--- src/rtl/uart_regif_pkg.sv ---
package uart_regif_pkg;

  localparam int unsigned ADDR_W = 12;
  localparam int unsigned DATA_W = 32;
  localparam int unsigned WORD_W = ADDR_W - 2;
  localparam int unsigned IRQ_W  = 11;
  localparam int unsigned IRQ_RX = 4;
  localparam int unsigned IRQ_TX = 5;

  localparam int unsigned LPDIV_W = 8;
  localparam int unsigned IDIV_W  = 16;
  localparam int unsigned FDIV_W  = 6;
  localparam int unsigned LINE_W  = 8;
  localparam int unsigned CTRL_W  = 16;
  localparam int unsigned FLVL_W  = 6;
  localparam int unsigned DMA_W   = 3;

  localparam logic [CTRL_W-1:0] CTRL_RST = CTRL_W'(16'h0300);
  localparam logic [FLVL_W-1:0] FLVL_RST = FLVL_W'(6'h12);

  localparam logic [WORD_W-1:0] W_DATA  = WORD_W'(0);
  localparam logic [WORD_W-1:0] W_STAT  = WORD_W'(1);
  localparam logic [WORD_W-1:0] W_FLAG  = WORD_W'(6);
  localparam logic [WORD_W-1:0] W_LPDIV = WORD_W'(8);
  localparam logic [WORD_W-1:0] W_IDIV  = WORD_W'(9);
  localparam logic [WORD_W-1:0] W_FDIV  = WORD_W'(10);
  localparam logic [WORD_W-1:0] W_LINE  = WORD_W'(11);
  localparam logic [WORD_W-1:0] W_CTRL  = WORD_W'(12);
  localparam logic [WORD_W-1:0] W_FLVL  = WORD_W'(13);
  localparam logic [WORD_W-1:0] W_MASK  = WORD_W'(14);
  localparam logic [WORD_W-1:0] W_RAW   = WORD_W'(15);
  localparam logic [WORD_W-1:0] W_MSKST = WORD_W'(16);
  localparam logic [WORD_W-1:0] W_CLR   = WORD_W'(17);
  localparam logic [WORD_W-1:0] W_DMA   = WORD_W'(18);
  localparam logic [WORD_W-1:0] W_IDBASE = WORD_W'(10'h3F8);

  typedef enum logic [3:0] {
    SEL_NONE, SEL_DATA, SEL_STAT, SEL_FLAG, SEL_LPDIV, SEL_IDIV, SEL_FDIV,
    SEL_LINE, SEL_CTRL, SEL_FLVL, SEL_MASK, SEL_RAW, SEL_MSKST, SEL_CLR,
    SEL_DMA, SEL_ID
  } reg_sel_e;

  typedef struct packed {
    logic [DMA_W-1:0]   dma;
    logic [FLVL_W-1:0]  flvl;
    logic [CTRL_W-1:0]  ctrl;
    logic [LINE_W-1:0]  line;
    logic [FDIV_W-1:0]  fdiv;
    logic [IDIV_W-1:0]  idiv;
    logic [LPDIV_W-1:0] lpdiv;
  } cfg_t;

  // byte 0 of each table sits in the low bits
  function automatic logic [7:0] id_byte(input int unsigned set, input logic [2:0] idx);
    logic [63:0] tbl;
    tbl = (set == 1) ? 64'hB105_F00D_0118_0011 : 64'hB105_F00D_0014_1011;
    return tbl[int'(idx)*8 +: 8];
  endfunction

endpackage

--- src/rtl/uart_regif_decode.sv ---
module uart_regif_decode
  import uart_regif_pkg::*;
(
  input  logic [ADDR_W-1:0] addr_i,
  input  logic              rd_en_i,
  input  logic              wr_en_i,
  output reg_sel_e          sel_o,
  output logic [2:0]        id_idx_o,
  output logic              bad_o
);

  logic [WORD_W-1:0] word;
  logic              rd_ok;
  logic              wr_ok;
  logic              unused_lsb;

  assign word       = addr_i[ADDR_W-1:2];
  assign id_idx_o   = addr_i[4:2];
  assign unused_lsb = ^addr_i[1:0];

  always_comb begin
    sel_o = SEL_NONE;
    rd_ok = 1'b0;
    wr_ok = 1'b0;
    if (word >= W_IDBASE) begin
      sel_o = SEL_ID;
      rd_ok = 1'b1;
    end else begin
      case (word)
        W_DATA:  begin sel_o = SEL_DATA;  rd_ok = 1'b1; wr_ok = 1'b1; end
        W_STAT:  begin sel_o = SEL_STAT;  rd_ok = 1'b1; wr_ok = 1'b1; end
        W_FLAG:  begin sel_o = SEL_FLAG;  rd_ok = 1'b1; wr_ok = 1'b1; end
        W_LPDIV: begin sel_o = SEL_LPDIV; rd_ok = 1'b1; wr_ok = 1'b1; end
        W_IDIV:  begin sel_o = SEL_IDIV;  rd_ok = 1'b1; wr_ok = 1'b1; end
        W_FDIV:  begin sel_o = SEL_FDIV;  rd_ok = 1'b1; wr_ok = 1'b1; end
        W_LINE:  begin sel_o = SEL_LINE;  rd_ok = 1'b1; wr_ok = 1'b1; end
        W_CTRL:  begin sel_o = SEL_CTRL;  rd_ok = 1'b1; wr_ok = 1'b1; end
        W_FLVL:  begin sel_o = SEL_FLVL;  rd_ok = 1'b1; wr_ok = 1'b1; end
        W_MASK:  begin sel_o = SEL_MASK;  rd_ok = 1'b1; wr_ok = 1'b1; end
        W_RAW:   begin sel_o = SEL_RAW;   rd_ok = 1'b1; end
        W_MSKST: begin sel_o = SEL_MSKST; rd_ok = 1'b1; end
        W_CLR:   begin sel_o = SEL_CLR;   wr_ok = 1'b1; end
        W_DMA:   begin sel_o = SEL_DMA;   rd_ok = 1'b1; wr_ok = 1'b1; end
        default: sel_o = SEL_NONE;
      endcase
    end
  end

  assign bad_o = (rd_en_i & ~rd_ok) | (wr_en_i & ~wr_ok);

  // holes never decode as readable
  always_comb begin
    if (rd_en_i && sel_o == SEL_NONE) p_hole_bad_r10: assert (bad_o);
  end

endmodule

--- src/rtl/uart_regif_field.sv ---
module uart_regif_field #(
  parameter int unsigned          W   = 8,
  parameter logic [W-1:0]         RST = '0
) (
  input  logic         clk_i,
  input  logic         rst_ni,
  input  logic         we_i,
  input  logic [W-1:0] d_i,
  output logic [W-1:0] q_o
);

  always_ff @(posedge clk_i or negedge rst_ni) begin
    if (!rst_ni)   q_o <= RST;
    else if (we_i) q_o <= d_i;
  end

  p_field_hold_r2: assert property (@(posedge clk_i) disable iff (!rst_ni)
    !we_i |=> $stable(q_o));

  p_field_load_r2: assert property (@(posedge clk_i) disable iff (!rst_ni)
    we_i |=> q_o == $past(d_i));

endmodule

--- src/rtl/uart_regif_cfg.sv ---
module uart_regif_cfg
  import uart_regif_pkg::*;
(
  input  logic              clk_i,
  input  logic              rst_ni,
  input  logic              we_i,
  input  reg_sel_e          sel_i,
  input  logic [DATA_W-1:0] wdata_i,
  output cfg_t              cfg_o
);

  logic unused_hi;
  assign unused_hi = ^wdata_i[DATA_W-1:CTRL_W];

  uart_regif_field #(.W(LPDIV_W), .RST('0)) u_lpdiv (
    .clk_i, .rst_ni, .we_i(we_i && sel_i == SEL_LPDIV),
    .d_i(wdata_i[LPDIV_W-1:0]), .q_o(cfg_o.lpdiv));

  uart_regif_field #(.W(IDIV_W), .RST('0)) u_idiv (
    .clk_i, .rst_ni, .we_i(we_i && sel_i == SEL_IDIV),
    .d_i(wdata_i[IDIV_W-1:0]), .q_o(cfg_o.idiv));

  uart_regif_field #(.W(FDIV_W), .RST('0)) u_fdiv (
    .clk_i, .rst_ni, .we_i(we_i && sel_i == SEL_FDIV),
    .d_i(wdata_i[FDIV_W-1:0]), .q_o(cfg_o.fdiv));

  uart_regif_field #(.W(LINE_W), .RST('0)) u_line (
    .clk_i, .rst_ni, .we_i(we_i && sel_i == SEL_LINE),
    .d_i(wdata_i[LINE_W-1:0]), .q_o(cfg_o.line));

  uart_regif_field #(.W(CTRL_W), .RST(CTRL_RST)) u_ctrl (
    .clk_i, .rst_ni, .we_i(we_i && sel_i == SEL_CTRL),
    .d_i(wdata_i[CTRL_W-1:0]), .q_o(cfg_o.ctrl));

  uart_regif_field #(.W(FLVL_W), .RST(FLVL_RST)) u_flvl (
    .clk_i, .rst_ni, .we_i(we_i && sel_i == SEL_FLVL),
    .d_i(wdata_i[FLVL_W-1:0]), .q_o(cfg_o.flvl));

  uart_regif_field #(.W(DMA_W), .RST('0)) u_dma (
    .clk_i, .rst_ni, .we_i(we_i && sel_i == SEL_DMA),
    .d_i(wdata_i[DMA_W-1:0]), .q_o(cfg_o.dma));

endmodule

--- src/rtl/uart_regif_irq.sv ---
module uart_regif_irq
  import uart_regif_pkg::*;
(
  input  logic             clk_i,
  input  logic             rst_ni,
  input  logic             mask_we_i,
  input  logic             clr_we_i,
  input  logic [IRQ_W-1:0] wdata_i,
  input  logic             tx_set_i,
  input  logic             rx_set_i,
  output logic [IRQ_W-1:0] raw_o,
  output logic [IRQ_W-1:0] mask_o,
  output logic             irq_o
);

  logic [IRQ_W-1:0] raw_d;
  logic [IRQ_W-1:0] mask_d;

  // set beats clear so a concurrent event is never lost
  for (genvar b = 0; b < IRQ_W; b++) begin : g_src
    logic set_b;
    if (b == IRQ_RX)      begin : g_rx  assign set_b = rx_set_i; end
    else if (b == IRQ_TX) begin : g_tx  assign set_b = tx_set_i; end
    else                  begin : g_nil assign set_b = 1'b0;     end
    assign raw_d[b] = set_b | (raw_o[b] & ~(clr_we_i & wdata_i[b]));
  end

  assign mask_d = mask_we_i ? wdata_i : mask_o;

  always_ff @(posedge clk_i or negedge rst_ni) begin
    if (!rst_ni) begin
      raw_o  <= '0;
      mask_o <= '0;
      irq_o  <= 1'b0;
    end else begin
      raw_o  <= raw_d;
      mask_o <= mask_d;
      irq_o  <= |(raw_d & mask_d);
    end
  end

  p_rx_set_r4: assert property (@(posedge clk_i) disable iff (!rst_ni)
    rx_set_i |=> raw_o[IRQ_RX]);

  p_tx_set_r3: assert property (@(posedge clk_i) disable iff (!rst_ni)
    tx_set_i |=> raw_o[IRQ_TX]);

  p_clear_tx_r6: assert property (@(posedge clk_i) disable iff (!rst_ni)
    clr_we_i && wdata_i[IRQ_TX] && !tx_set_i |=> !raw_o[IRQ_TX]);

  p_mask_load_r5: assert property (@(posedge clk_i) disable iff (!rst_ni)
    mask_we_i |=> mask_o == $past(wdata_i));

  p_irq_level_r7: assert property (@(posedge clk_i) disable iff (!rst_ni)
    irq_o == ((raw_o & mask_o) != '0));

endmodule

--- src/rtl/uart_regif.sv ---
module uart_regif
  import uart_regif_pkg::*;
#(
  parameter int unsigned ID_SET = 0
) (
  input  logic              clk_i,
  input  logic              rst_ni,
  input  logic [ADDR_W-1:0] addr_i,
  input  logic              wr_en_i,
  input  logic              rd_en_i,
  input  logic [DATA_W-1:0] wdata_i,
  output logic [DATA_W-1:0] rdata_o,
  output logic              err_o,
  input  logic [7:0]        status_flags_i,
  input  logic              rx_event_i,
  output logic [7:0]        tx_data_o,
  output logic              tx_valid_o,
  input  logic              tx_ready_i,
  output logic              irq_o
);

  reg_sel_e         sel;
  logic [2:0]       id_idx;
  logic             bad;
  logic             wr_ok;
  logic             dma_err;
  logic             tx_wr;
  cfg_t             cfg;
  logic [IRQ_W-1:0] raw;
  logic [IRQ_W-1:0] mask;

  uart_regif_decode u_decode (
    .addr_i, .rd_en_i, .wr_en_i,
    .sel_o(sel), .id_idx_o(id_idx), .bad_o(bad));

  assign wr_ok   = wr_en_i & ~bad;
  assign tx_wr   = wr_ok && sel == SEL_DATA;
  assign dma_err = wr_ok && sel == SEL_DMA && wdata_i[1:0] != 2'b00;
  assign err_o   = ((rd_en_i | wr_en_i) & bad) | dma_err;

  uart_regif_cfg u_cfg (
    .clk_i, .rst_ni, .we_i(wr_ok), .sel_i(sel), .wdata_i, .cfg_o(cfg));

  uart_regif_irq u_irq (
    .clk_i, .rst_ni,
    .mask_we_i(wr_ok && sel == SEL_MASK),
    .clr_we_i(wr_ok && sel == SEL_CLR),
    .wdata_i(wdata_i[IRQ_W-1:0]),
    .tx_set_i(tx_wr),
    .rx_set_i(rx_event_i),
    .raw_o(raw), .mask_o(mask), .irq_o);

  always_ff @(posedge clk_i or negedge rst_ni) begin
    if (!rst_ni) begin
      tx_valid_o <= 1'b0;
      tx_data_o  <= '0;
    end else if (tx_wr) begin
      tx_valid_o <= 1'b1;
      tx_data_o  <= wdata_i[7:0];
    end else if (tx_ready_i) begin
      tx_valid_o <= 1'b0;
    end
  end

  always_comb begin
    rdata_o = '0;
    if (rd_en_i && !bad) begin
      case (sel)
        SEL_FLAG:  rdata_o = DATA_W'(status_flags_i);
        SEL_LPDIV: rdata_o = DATA_W'(cfg.lpdiv);
        SEL_IDIV:  rdata_o = DATA_W'(cfg.idiv);
        SEL_FDIV:  rdata_o = DATA_W'(cfg.fdiv);
        SEL_LINE:  rdata_o = DATA_W'(cfg.line);
        SEL_CTRL:  rdata_o = DATA_W'(cfg.ctrl);
        SEL_FLVL:  rdata_o = DATA_W'(cfg.flvl);
        SEL_DMA:   rdata_o = DATA_W'(cfg.dma);
        SEL_MASK:  rdata_o = DATA_W'(mask);
        SEL_RAW:   rdata_o = DATA_W'(raw);
        SEL_MSKST: rdata_o = DATA_W'(raw & mask);
        SEL_ID:    rdata_o = DATA_W'(id_byte(ID_SET, id_idx));
        default:   rdata_o = '0;
      endcase
    end
  end

  p_tx_load_r3: assert property (@(posedge clk_i) disable iff (!rst_ni)
    tx_wr |=> tx_valid_o && tx_data_o == $past(wdata_i[7:0]));

  p_tx_hold_r3: assert property (@(posedge clk_i) disable iff (!rst_ni)
    tx_valid_o && !tx_ready_i && !tx_wr |=> tx_valid_o && $stable(tx_data_o));

  p_tx_done_r3: assert property (@(posedge clk_i) disable iff (!rst_ni)
    tx_valid_o && tx_ready_i && !tx_wr |=> !tx_valid_o);

  p_bad_read_zero_r10: assert property (@(posedge clk_i) disable iff (!rst_ni)
    rd_en_i && bad |-> rdata_o == '0 && err_o);

  p_dma_err_r10: assert property (@(posedge clk_i) disable iff (!rst_ni)
    wr_en_i && addr_i[ADDR_W-1:2] == W_DMA && wdata_i[1:0] != 2'b00 |-> err_o);

  p_bad_write_r10: assert property (@(posedge clk_i) disable iff (!rst_ni)
    wr_en_i && bad && !rx_event_i |=> $stable(raw) && $stable(mask) && $stable(cfg));

endmodule

--- config.mk ---
export PLATFORM = sky130hd
export DESIGN_NAME = uart_regif
export DESIGN_NICKNAME = d
export VERILOG_FILES = /design/src/rtl/uart_regif_pkg.sv /design/src/rtl/uart_regif_decode.sv /design/src/rtl/uart_regif_field.sv /design/src/rtl/uart_regif_cfg.sv /design/src/rtl/uart_regif_irq.sv /design/src/rtl/uart_regif.sv
export SDC_FILE = /design/constraint.sdc
export NUM_CORES = 1
export LEC_CHECK = 0
export BUFFER_PORTS_ARGS = -buffer_cell sky130_fd_sc_hd__buf_2
export CAP_MARGIN = 20
export CORE_MARGIN = 2
export CORE_UTILIZATION = 32
export CTS_CLUSTER_DIAMETER = 80
export DETAILED_ROUTE_END_ITERATION = 8
export PLACE_DENSITY_LB_ADDON = 0.12
export REMOVE_ABC_BUFFERS = 1
export SYNTH_ARGS = -nofsm -noshare
export SYNTH_HDL_FRONTEND = slang
export SYNTH_HIERARCHICAL = 1
export SYNTH_SLANG_ARGS = --single-unit
export TNS_END_PERCENT = 10
--- constraint.sdc ---
create_clock -name clk_i -period 3.4 [get_ports clk_i]
set_input_delay 0.17 -clock clk_i [delete_from_list [all_inputs] [get_ports clk_i]]
set_output_delay 0.17 -clock clk_i [all_outputs]
set_load 0.1 [all_outputs]
==> summary.txt <==
Die
  – Die H: about 140 um
  – Die area: 18300 um2
  – Top Ports: approximately 100
  – Die width: 135 um
  – Site Rows: 48
  – Starting Density: 0.323
  – Core area: 17100 um2

STA
  – Slew headroom: 0.666
  – Setup ws final: 273 ps
  – Setup-failing EPs final: 0
  – RSZ-0062 raised after global routing: false
  – Setup Skew: 8.36 ps
  – Final Slew Violations: 0
  – Crit share post-route: 0.920
  – Slew of the pin with the lowest slew margin: 500 ps
  – Peak Freq: 320 MHz
  – Setup tns final: 0 ps
  – Final worst path period need: 3130 ps
  – Final Hold Viols: 0

Final layout
  – Register Area: 2380 um2
  – Diode count: 0
  – Fill cells: 1635
  – Multi-input gate area: 2790 um2
  – Final Non-Filler Cells: 786
  – Share of cells above drive strength 1: 0.421
  – Nets@finish: between 600 and 700
  – Area grow syn2layout: 21.8%
  – Post-route cell area: 6730 um2

Logic synthesis
  – Top post-synthesis cells by area: dfrtp_1 (41%), mux2_4 (14%), mux2_2 (8.4%)
  – Synth unique cells: 68
  – Cell with the most instances after synthesis: dfrtp_1
  – Asr flop ratio synth: 1.00
  – Syn Inst Count: 471
  – Most used DFF post-synth: dfrtp_1
  – Yosys reg bits: 95
  – Yosys warning total: 6
  – Sequential share of the synthesized area: 0.431
  – Yosys top cell by area: dfrtp_1
  – Most frequent cells after synthesis: dfrtp_1 (91), mux2_4 (50), mux2_2 (41)
  – Post-Syn Area: roughly 5500 um2
  – Share of the synthesized area in the top cell type: 0.412
  – Syn avg cell area: approximately 12 um2
  – Number of synthesized flops with an enable pin: 0

Power
  – Leakage: 3.07 nW
  – PD cells: 370 nW/um2
  – Max rail drop VDD: about 270 uV
  – Pwr Total: between 2 and 2.5 mW

GRT
  – Vias in the first global route: 4181
  – First-pass GRT wire length: 24.9 mm
  – Antenna violations before repair: 0
  – Total grt overflow: 0
  – All-Layer GR Usage: 0.181
  – Largest net degree at the start of global routing: 77

Worst setup path
  – Worst-path cell chain: buf_2 -> or4_4 -> or2_4 -> o21ai_2 -> buf_4 -> nand2_1 -> nor2_1 -> nand2_1 -> o32a_1 -> a31oi_1 -> buf_4 -> buf_12
  – Setup crit end kind: output port
  – Critical path's top delay family: simple AND/OR/NAND/NOR gates
  – Crit Path Category: in -> out
  – Max FO, Critical Path: 5
  – WP data arrival: roughly 3000 ps
  – Crit path launch type: input pin
  – Slowest stage delay, CP: 540 ps
  – CP Buf/Inv Count: 4
  – Critical path required time: around 3200 ps
  – CP max stage cell: or4_4

Routing
  – Pre-antenna DRT Iters: 5
  – Via Count: 4157
  – Post-Route WL: 16.0 mm
  – # DRC: 0
  – DRT iter0 DRCs: 271
  – WL per Instance: 20.3 um
  – ANT nets after route: 0
  – DR vias/cell: 5.29

Placement
  – Pre-CTS setup slack: 206 ps
  – Placed cells: 765
  – Hpwl dp: 11.2 mm
  – GP Congestion: 0.845
  – Number of port buffers: 66
  – Post-DP Area: 6380 um2

Outcome
  – Status: complete, no violations

CTS
  – Worst-case clock buffer depth: 2
  – CTS buffer count: 9
  – Worst skew pair latency: 350 ps
  – Clock root buffer: clkbuf_16
  – Clock sinks: between 90 and 100
  – Clock H-tree levels: 3
  – CTS tree: yes
  – Clock transition at path regs: around 70 ps
  – Post-cts sizing count: 0

Worst hold path
  – Hold Crit Class: in -> reg

Run
  – Max cap viols: 0
-- registers in the layout, summed over array words and instances (netlist names) --
| register | flops |
|---|---|
| u_irq/irq_o | 1 |
| u_cfg/u_flvl/q_o | 6 |
| u_cfg/u_lpdiv/q_o | 8 |
| u_irq/mask_o | 11 |
| u_cfg/u_idiv/q_o | 16 |
| u_irq/raw_o | 11 |
| u_cfg/u_line/q_o | 8 |
| u_cfg/u_dma/q_o | 3 |
| tx_valid_o | 1 |
| tx_data_o | 8 |
| u_cfg/u_ctrl/q_o | 16 |
| u_cfg/u_fdiv/q_o | 6 |
-- cells by family (layout without fill, tap and decap cells) --
| family | after synthesis | in the layout | share of synthesized area |
|---|---|---|---|
| AOI/OAI and AO/OA | 111 | 111 | 0.143 |
| and+or+nand+nor | 103 | 103 | 0.107 |
| muxes | 100 | 100 | 0.236 |
| DFF | 95 | 95 | 0.431 |
| buffers and inverters | 59 | 134 | 0.0788 |
| xor gates and xnor gates | 2 | 2 | 0.00317 |
| other | 1 | 16 | 0.000679 |
-- power breakdown --
group / switching (mW) / leakage (nW) / internal (mW)
clock network: 0.448 / 0.149 / 0.591
logic: 0.221 / 1.62 / 0.0748
registers: 0.0100 / 1.30 / 1.15
-- final cells by class --
| class | instances | area share |
|---|---|---|
| Inverter | 11 | 0.00613 |
| Sequential cell | 95 | 0.354 |
| Multi-Input combinational cell | 332 | 0.414 |
| Timing Repair Buffer | 107 | 0.139 |
| Clock buffer | 11 | 0.0361 |
| Tap cell | 225 | 0.0418 |
| Clock inverter | 5 | 0.00855 |
-- worst reg2reg max path, cell delays in order (launching register included) --
cell      delay [ps]
dfrtp_1          400
mux2_2           280
a222oi_1         340
and3_1           210
nand3_1           60
-- cell usage in the layout (no fill, tap or decap), types with 5 or more instances in the layout --
cell       instances
buf_2             48
inv_1              9
conb_1            16
buf_4             37
a22oi_1           19
a21boi_0          10
a32oi_1            6
a21o_1             6
nor2_1            20
nand2b_1           8
nor2b_1            5
a21oi_1           18
nand2_1           20
mux2_2            41
mux2i_1            8
o21ai_0           11
clkbuf_16          9
nand3_1           12
dfrtp_1           91
nor3_1             8
buf_12            20
mux2_4            50
-- what timing repair did --
item	in CTS	in global routing
hold buffers	1	1
hold endpoints to repair	1	31
endpoints found under the setup margin	0	1
buffers inserted	0	2
-- stage by stage --
step           utilization  hold slack [ps]
2_1_floorplan            -             -126
3_3_place_gp         0.373              363
3_5_place_dp         0.373              364
4_1_cts              0.391             32.1
5_1_grt              0.393             51.7
6_report             0.393             58.6
-- worst paths after layout --
path	startpoint	end	slack [ps]	cells past startpoint
setup / recovery	addr_i[11]	rdata_o[6]	270	12
hold / removal	rx_event_i	u_irq/raw_o[4]$_DFF_PN0_	60	2
setup reg to reg	u_irq/mask_o[6]$_DFF_PN0_	u_irq/irq_o$_DFF_PN0_	1980	4
hold reg to reg	tx_data_o[3]$_DFFE_PN0P_	tx_data_o[3]$_DFFE_PN0P_	500	1
max in group asynchronous	rst_ni	u_cfg/u_ctrl/q_o[9]$_DFFE_PN1P_	2190	4
min in group asynchronous	rst_ni	tx_valid_o$_DFFE_PN0P_	300	2
-- per-layer routing --
metal	track usage	routed length, um	vias to the layer above
li1	-	-	1883
met1	0.255	7550	2115
met2	0.278	7270	130
met3	0.0363	757	29
met4	0.0660	378	0
met5	0	0	-
Power figures use the tool's default switching activity.
